[src/rtl/mmu_ctl_pkg.sv]
// Shared definitions for the MMU control register file.
// Assumes a 3-bit word address space with one register word per address.
package mmu_ctl_pkg;
    localparam int unsigned DW     = 32;
    localparam int unsigned AW     = 3;
    localparam int unsigned ST_W   = 7;
    localparam int unsigned N_WIN  = 2;
    localparam int unsigned N_ROOT = 2;

    typedef enum logic [AW-1:0] {
        A_UROOT_LO = 3'd0,
        A_UROOT_HI = 3'd1,
        A_SROOT_LO = 3'd2,
        A_SROOT_HI = 3'd3,
        A_XCTL     = 3'd4,
        A_WIN0     = 3'd5,
        A_WIN1     = 3'd6,
        A_STAT     = 3'd7
    } reg_addr_e;

    // True for addresses whose write may change the mapping and so may flush
    function automatic logic flush_eligible(input logic [AW-1:0] a);
        return (a == A_UROOT_HI) || (a == A_SROOT_HI) || (a == A_XCTL) ||
               (a == A_WIN0) || (a == A_WIN1);
    endfunction
endpackage

[src/rtl/mmu_root_ptr.sv]
// 64-bit root pointer held as two independently written halves.
// Assumes at most one half strobe per cycle; reset clears both halves.
module mmu_root_ptr #(
    parameter int unsigned HW = 32
) (
    input  logic          clk,
    input  logic          rst_n,
    input  logic          we_lo,
    input  logic          we_hi,
    input  logic [HW-1:0] wdata,
    output logic [HW-1:0] q_lo,
    output logic [HW-1:0] q_hi
);
    // Low half storage
    always_ff @(posedge clk) begin
        if (!rst_n)     q_lo <= '0;
        else if (we_lo) q_lo <= wdata;
    end

    // High half storage
    always_ff @(posedge clk) begin
        if (!rst_n)     q_hi <= '0;
        else if (we_hi) q_hi <= wdata;
    end
endmodule

[src/rtl/mmu_ctl_word.sv]
// Control word with one enable bit exported to the datapath.
// Assumes EN_BIT < W; reset clears the whole word, the enable included.
module mmu_ctl_word #(
    parameter int unsigned W      = 32,
    parameter int unsigned EN_BIT = 31
) (
    input  logic         clk,
    input  logic         rst_n,
    input  logic         we,
    input  logic [W-1:0] wdata,
    output logic [W-1:0] q,
    output logic         en
);
    // Word storage
    always_ff @(posedge clk) begin
        if (!rst_n)  q <= '0;
        else if (we) q <= wdata;
    end

    // Enable tap
    assign en = q[EN_BIT];
endmodule

[src/rtl/mmu_flush_gen.sv]
// Produces a one-cycle flush request after a qualifying accepted write.
// Assumes at most one write per cycle; reset forces the request low.
module mmu_flush_gen
    import mmu_ctl_pkg::*;
(
    input  logic          clk,
    input  logic          rst_n,
    input  logic          wr_acc,
    input  logic [AW-1:0] addr,
    input  logic          nofl,
    output logic          flush_req
);
    logic want;

    // Qualify the write: a mapping register, with flush not inhibited
    assign want = wr_acc && flush_eligible(addr) && !nofl;

    // Register the request so it appears in the cycle after acceptance
    always_ff @(posedge clk) begin
        if (!rst_n) flush_req <= 1'b0;
        else        flush_req <= want;
    end
endmodule

[src/rtl/mmu_status_reg.sv]
// Fault status bits, loaded by the test engine or by software.
// Assumes the test strobe has priority over a software write in the same cycle.
module mmu_status_reg #(
    parameter int unsigned SW = 7
) (
    input  logic          clk,
    input  logic          rst_n,
    input  logic          sw_we,
    input  logic [SW-1:0] sw_data,
    input  logic          tst_vld,
    input  logic [SW-1:0] tst_data,
    output logic [SW-1:0] q
);
    // Status storage, strobe first
    always_ff @(posedge clk) begin
        if (!rst_n)       q <= '0;
        else if (tst_vld) q <= tst_data;
        else if (sw_we)   q <= sw_data;
    end
endmodule

[src/rtl/mmu_ctl_regs.sv]
// Top of the MMU control register file: decode, storage instances,
// flush generation and read multiplexer.
// Assumes a single-master register bus with one access per cycle.
module mmu_ctl_regs
    import mmu_ctl_pkg::*;
#(
    parameter int unsigned XCTL_EN_BIT = 31,
    parameter int unsigned WIN_EN_BIT  = 15
) (
    input  logic             clk,
    input  logic             rst_n,
    input  logic             bus_sel,
    input  logic             bus_we,
    input  logic [AW-1:0]    bus_addr,
    input  logic [DW-1:0]    bus_wdata,
    input  logic             bus_nofl,
    output logic [DW-1:0]    bus_rdata,
    input  logic             test_vld,
    input  logic [ST_W-1:0]  test_res,
    output logic             flush_req,
    output logic             xlat_en,
    output logic [N_WIN-1:0] win_en
);
    logic                   wr_acc;
    logic [DW-1:0]          root_lo [N_ROOT];
    logic [DW-1:0]          root_hi [N_ROOT];
    logic [DW-1:0]          xctl_q;
    logic [DW-1:0]          win_q   [N_WIN];
    logic [ST_W-1:0]        st_q;

    // Write acceptance
    assign wr_acc = bus_sel && bus_we;

    // Root pointers: pointer r occupies addresses 2r (low) and 2r+1 (high)
    for (genvar r = 0; r < N_ROOT; r++) begin : g_root
        localparam logic [AW-1:0] LO_A = AW'(2 * r);
        localparam logic [AW-1:0] HI_A = AW'(2 * r + 1);
        mmu_root_ptr #(.HW(DW)) u_root (
            .clk   (clk),
            .rst_n (rst_n),
            .we_lo (wr_acc && bus_addr == LO_A),
            .we_hi (wr_acc && bus_addr == HI_A),
            .wdata (bus_wdata),
            .q_lo  (root_lo[r]),
            .q_hi  (root_hi[r])
        );
    end

    // Translation control word
    mmu_ctl_word #(.W(DW), .EN_BIT(XCTL_EN_BIT)) u_xctl (
        .clk   (clk),
        .rst_n (rst_n),
        .we    (wr_acc && bus_addr == A_XCTL),
        .wdata (bus_wdata),
        .q     (xctl_q),
        .en    (xlat_en)
    );

    // Transparent windows at consecutive addresses from A_WIN0
    for (genvar w = 0; w < N_WIN; w++) begin : g_win
        localparam logic [AW-1:0] WA = AW'(int'(A_WIN0) + w);
        mmu_ctl_word #(.W(DW), .EN_BIT(WIN_EN_BIT)) u_win (
            .clk   (clk),
            .rst_n (rst_n),
            .we    (wr_acc && bus_addr == WA),
            .wdata (bus_wdata),
            .q     (win_q[w]),
            .en    (win_en[w])
        );
    end

    // Fault status
    mmu_status_reg #(.SW(ST_W)) u_stat (
        .clk      (clk),
        .rst_n    (rst_n),
        .sw_we    (wr_acc && bus_addr == A_STAT),
        .sw_data  (bus_wdata[ST_W-1:0]),
        .tst_vld  (test_vld),
        .tst_data (test_res),
        .q        (st_q)
    );

    // Flush request generation
    mmu_flush_gen u_flush (
        .clk       (clk),
        .rst_n     (rst_n),
        .wr_acc    (wr_acc),
        .addr      (bus_addr),
        .nofl      (bus_nofl),
        .flush_req (flush_req)
    );

    // Read multiplexer
    always_comb begin
        unique case (bus_addr)
            A_UROOT_LO: bus_rdata = root_lo[0];
            A_UROOT_HI: bus_rdata = root_hi[0];
            A_SROOT_LO: bus_rdata = root_lo[1];
            A_SROOT_HI: bus_rdata = root_hi[1];
            A_XCTL:     bus_rdata = xctl_q;
            A_WIN0:     bus_rdata = win_q[0];
            A_WIN1:     bus_rdata = win_q[1];
            default:    bus_rdata = {{(DW-ST_W){1'b0}}, st_q};
        endcase
    end
endmodule

[config.mk]
export PLATFORM = sky130hd
export DESIGN_NAME = mmu_ctl_regs
export DESIGN_NICKNAME = d
export VERILOG_FILES = /design/src/rtl/mmu_ctl_pkg.sv /design/src/rtl/mmu_root_ptr.sv /design/src/rtl/mmu_ctl_word.sv /design/src/rtl/mmu_flush_gen.sv /design/src/rtl/mmu_status_reg.sv /design/src/rtl/mmu_ctl_regs.sv
export SDC_FILE = /design/constraint.sdc
export NUM_CORES = 1
export LEC_CHECK = 0
export ABC_AREA = 1
export CAP_MARGIN = 20
export CORE_UTILIZATION = 60
export DETAILED_ROUTE_END_ITERATION = 10
export PLACE_DENSITY = 0.91
export SYNTH_ARGS = -nofsm -noshare
export SYNTH_HDL_FRONTEND = slang
export SYNTH_SLANG_ARGS = --single-unit
[constraint.sdc]
create_clock -name clk -period 3.1 [get_ports clk]
set_input_delay 0.31 -clock clk [delete_from_list [all_inputs] [get_ports clk]]
set_output_delay 0.31 -clock clk [all_outputs]
set_load 0.03 [all_outputs]
### Word-level counts from Yosys, hierarchy flattened

Index checks and enable logic that the tools add are counted.

| storage, ports and cells | value |
|---|---|
| logic and storage cells | 37 |
| register bits | 232 |
| input bits | 48 |

| cells by class | value |
|---|---|
| reductions and logical operators | 18 |
| eq/ne operators | 7 |
| mux-type cells | 3 |

Operators by type and width:

| operator | count |
|---|---|
| $pmux 32 s7 | 1 |
| $mux 7 | 2 |
| $eq 3x3->1 const B | 4 |
| $logic_and 1x1->1 | 11 |
| $eq 3x2->1 const B | 2 |
| $logic_or 1x1->1 | 4 |
| $eq 3x1->1 const B | 1 |
| $logic_not 3->1 | 1 |
| $reduce_bool 2->1 | 1 |
| $logic_not 1->1 | 1 |

### Longest topological paths before layout

| logic depth | value |
|---|---|
| depth in word-level cells | 7 |
| gate-level depth with buffers | 10 |
| mapped depth without buffers | 7 |

### Cells and area by module

A second synthesis with hierarchy kept.

| second synthesis, totals | value |
|---|---|
| cell total of the unflattened synthesis | 1,932 |
| area, all modules | 11,979.0 um2 |

Modules (own cells, without submodules):

| module | sequential area each (um2) | instances | cells an instance | area each (um2) |
|---|---|---|---|---|
| mmu_root_ptr | 1,281.2 | 2 | 373 | 2,572.5 |
| mmu_ctl_word | 640.6 | 3 | 203 | 1,342.5 |
| mmu_ctl_regs | 0.0 | 1 | 516 | 2,397.3 |
| mmu_status_reg | 140.1 | 1 | 53 | 357.8 |
| mmu_flush_gen | 20.0 | 1 | 8 | 51.3 |

### Worst setup path after synthesis

No wires, ideal clock.

| timing path | value |
|---|---|
| path type | input -> output |
| start | input port bus_addr[1] |
| end | output port bus_rdata[12] |
| arrival | 1.493 ns |
| slack | 1.297 ns |
| stages | 9 |
| path buffers | 2 |
| data required time | 2.790 ns |
| cells stage by stage | buf_2 -> inv_2 -> nand2_1 -> nor2_1 -> buf_2 -> nand2_1 -> o21ai_0 -> nor2_1 -> nand2_1 |

| between the ends | value |
|---|---|
| cells in the longest elaborated chain, start to end | 2 |
| elaborated cells on any way between the ends | 8 |
| those cells by class | eq/ne (6); mux (1); reduce/logical (1) |

RTL lines:

| item | RTL line | text |
|---|---|---|
| from (decl) | mmu_ctl_regs.sv:14 | `input logic [AW-1:0] bus_addr,` |
| $eq 3x3->1 (tied with other cells) | mmu_ctl_regs.sv:95 | `unique case (bus_addr)` |
| $pmux 32 s7 * | mmu_ctl_regs.sv:95 |  |
| to (decl) | mmu_ctl_regs.sv:17 | `output logic [DW-1:0] bus_rdata,` |

Every way passes the cells marked *; elsewhere a longest branch is shown, timed or not.

### Worst setup path in the final report

| timing path | value |
|---|---|
| start | input port bus_addr[2] |
| end | output port bus_rdata[10] |

Same word-level chain as after synthesis.

==> results.txt <==
status -> finished, final reports clean
#FFs+latches synth -> 232
P_int -> 4.976 mW
Clk network pwr share -> 0.451
EDFF count, synth -> 0
nets -> 1665
MaxCap Viol Count -> 0
drt via density -> 5.753
ratio of cells with drive above 1 in the final layout -> 0.07834
post-route clock period utilization -> 0.8772
WL per Instance -> 16.43 um
hold endpoint -> u_xctl.q[15]$_SDFFE_PN0P_
DIE WIDTH -> 133.0 um
CTS Buf Count -> 24
unrepaired setup endpoints after global routing -> no
power density over cell area -> 544.1 nW/um^2
Flop pwr share -> 0.470
hold buffers post-CTS -> 0
Crit path arrival time -> 2.41 ns
gr usage total -> 0.3403
hold path start -> rst_n
top cells by count, synth -> 412 x nor2_1, 372 x nand2_1, 232 x dfxtp_1
Hold Crit Class -> input pin to flip-flop
worst reg-to-reg setup slack -> 2.36 ns
skew final -> 0 ns
Antenna Cells -> 0
Mapped Nets -> 1633
DRC -> 0
Post-DRT Antenna Nets -> 0
CP Capture Type -> output port
biggest area consumer among synthesized cells -> dfxtp_1
Root Driver -> clkbuf_16
GPL Wtd Cong -> 0.8546
Distinct cells, synth -> 20
area delta synth->final -> 16.49%
YS warnings -> 0
Hold Crit Depth -> 3
top-area cell type share of the netlist area -> 0.4508
worst reg2reg path depth -> 4
Finished Cell Area -> 12000 um^2
number of H-tree levels -> 1
total chip power -> 6.530 mW
post-synthesis cell count -> 1585
postcts setup bufs -> 0
worst skew pair latency -> 0.51 ns
# rows -> 47
Max Clk Rate -> 367.8 MHz
top-count cell post-synth -> nor2_1
die footprint -> 17700 um^2
slew margin rel. -> 0.4661
Die Y-Extent -> 133.0 um
Final Max Tran Viols -> 0
Synth async-reset ratio -> 0
Post-Route WL -> 30450 um
Mapped Area -> 10300 um^2
Comb power frac -> 0.078
Starting Density -> 0.6169
Worst EP required -> 2.79 ns
largest net degree at the start of global routing -> 62
net switching power -> 1.554 mW
port buffer count -> 83
CTS sink cnt -> 232
vias in the first global route -> 10070
top_reg_cell synth -> dfxtp_1
initial DRC count -> 1334
Switching Share -> 0.2380
path type of the worst setup path -> input pin to output port
sequential share of the synthesized area -> 0.4508
initial antenna violation count -> 0
Clk pin slew, worst setup/hold paths -> 0.06 ns
Worst VDD drop -> 446.3 uV
Critical Path Start -> bus_addr[2]
CTS resizes -> 0
Startpoint Class -> input pin
static leakage -> 5.216 nW
Core Area -> 16700 um^2
Via Count -> 10670
Hold Vio Cnt, Final -> 0
worst-margin pin slew -> 0.7997 ns
gr ovfl total -> 0
setup TNS -> 0 ns
RR Startpoint -> u_xctl.q[31]$_SDFFE_PN0P_
Crit Path Max Fanout -> 25
clock buffer depth -> 3
first-pass GRT wire length -> 48720 um
DRT Pass-1 Iters -> 6
CTS tree -> done
synthesized area per cell -> 6.500 um^2
detailed placer's ending HPWL -> 17940 um
Setup violations, final -> 0
Area contributors post-synth -> dfxtp_1 45%, nor2_1 15%, nand2_1 14%
I/O pin cnt -> 84
R2R Path End -> u_xctl.q[31]$_SDFFE_PN0P_
post-layout min period -> 2.719 ns
placed cell area -> 11200 um^2
-- critical path, cell delays in order --
cell and delay, ns:
clkdlybuf4s50_1 0.81, buf_4 0.24, nand2_1 0.07, nor2_2 0.11, buf_4 0.36, nand2_1 0.11
nand2_1 0.09, nor2_1 0.06, nand2_1 0.08, buf_4 0.15
-- worst max-delay path by stage --
stage	to	slack, ns
after global routing	bus_rdata[22]	0.29
final	bus_rdata[10]	0.38
after CTS	bus_rdata[10]	0.44
after detailed placement	g_root[1].u_root.q_hi[19]$_SDFFE_PN0P_	0.45
after global placement	bus_rdata[22]	0.53
after floorplan	bus_rdata[12]	1.30
-- cell type report --
cell class | count | area (um^2)
Clock inverter | 9 | 120.1
Sequential cell | 232 | 4644
Tap cell | 220 | 275.3
Clock buffer | 34 | 679.4
Fill cell | 1308 | 4700
Multi-Input combinational cell | 1160 | 4902
Inverter | 77 | 289.0
Timing Repair Buffer | 122 | 1091
-- stage by stage --
stage | cells | hold WS [ns] | setup slack [ns] | utilization
2_1_floorplan | 1585 | 0.3874 | 1.297 | -
3_5_place_dp | 1811 | 0.4518 | 0.4467 | 0.6707
5_1_grt | 1854 | 0.2619 | 0.2902 | 0.7186
6_report | 1854 | 0.2280 | 0.3808 | 0.7186
4_1_cts | 1854 | 0.2148 | 0.4405 | 0.7186
3_3_place_gp | 1811 | 0.4473 | 0.5269 | 0.6707
-- sequential cells by signal, indices dropped and copies added, names as in the netlist --
name and cells:
g_root.u_root.q_hi 64, u_xctl.q 32, u_flush.flush_req 1, u_stat.q 7, g_root.u_root.q_lo 64, g_win.u_win.q 64
-- layer usage --
metal | routed length, um | track usage | vias to the layer above
met5 | 0 | 0 | -
met2 | 14210 | 0.5625 | 632
met4 | 1343 | 0.1762 | 0
met3 | 3227 | 0.06398 | 142
li1 | - | - | 5070
met1 | 11670 | 0.4222 | 4822
-- power by group through the flow --
stage | registers (mW) | logic, mW | clock network [mW]
after global placement | 3.13 | 0.480 | 0
after detailed placement | 3.14 | 0.491 | 0
after floorplan | 3.13 | 0.277 | 0
after global routing | 3.08 | 0.544 | 3.08
after CTS | 3.07 | 0.495 | 2.95
final | 3.07 | 0.511 | 2.95
-- placed cells by master (no fill, tap or decap) --
cell,instances
a21oi_1,75
and3_1,1
buf_12,4
buf_4,68
bufinv_16,3
clkbuf_1,7
clkbuf_16,25
clkbuf_8,2
clkdlybuf4s50_1,50
clkinv_2,6
dfxtp_1,232
inv_1,68
inv_2,9
nand2_1,372
nand3_1,99
nand3_2,3
nand3b_1,3
nand4_1,26
nor2_1,409
nor2_2,7
nor2_4,1
nor3_1,1
o21ai_0,158
o21ai_1,4
o21bai_1,1
-- kinds of logic after synthesis --
group	synth area share
AO/OA/AOI/OAI	0.1159
buffers and inverters	0.07505
flip-flops	0.4508
AND/OR/NAND/NOR	0.3583
Power figures use the tool's default switching activity.
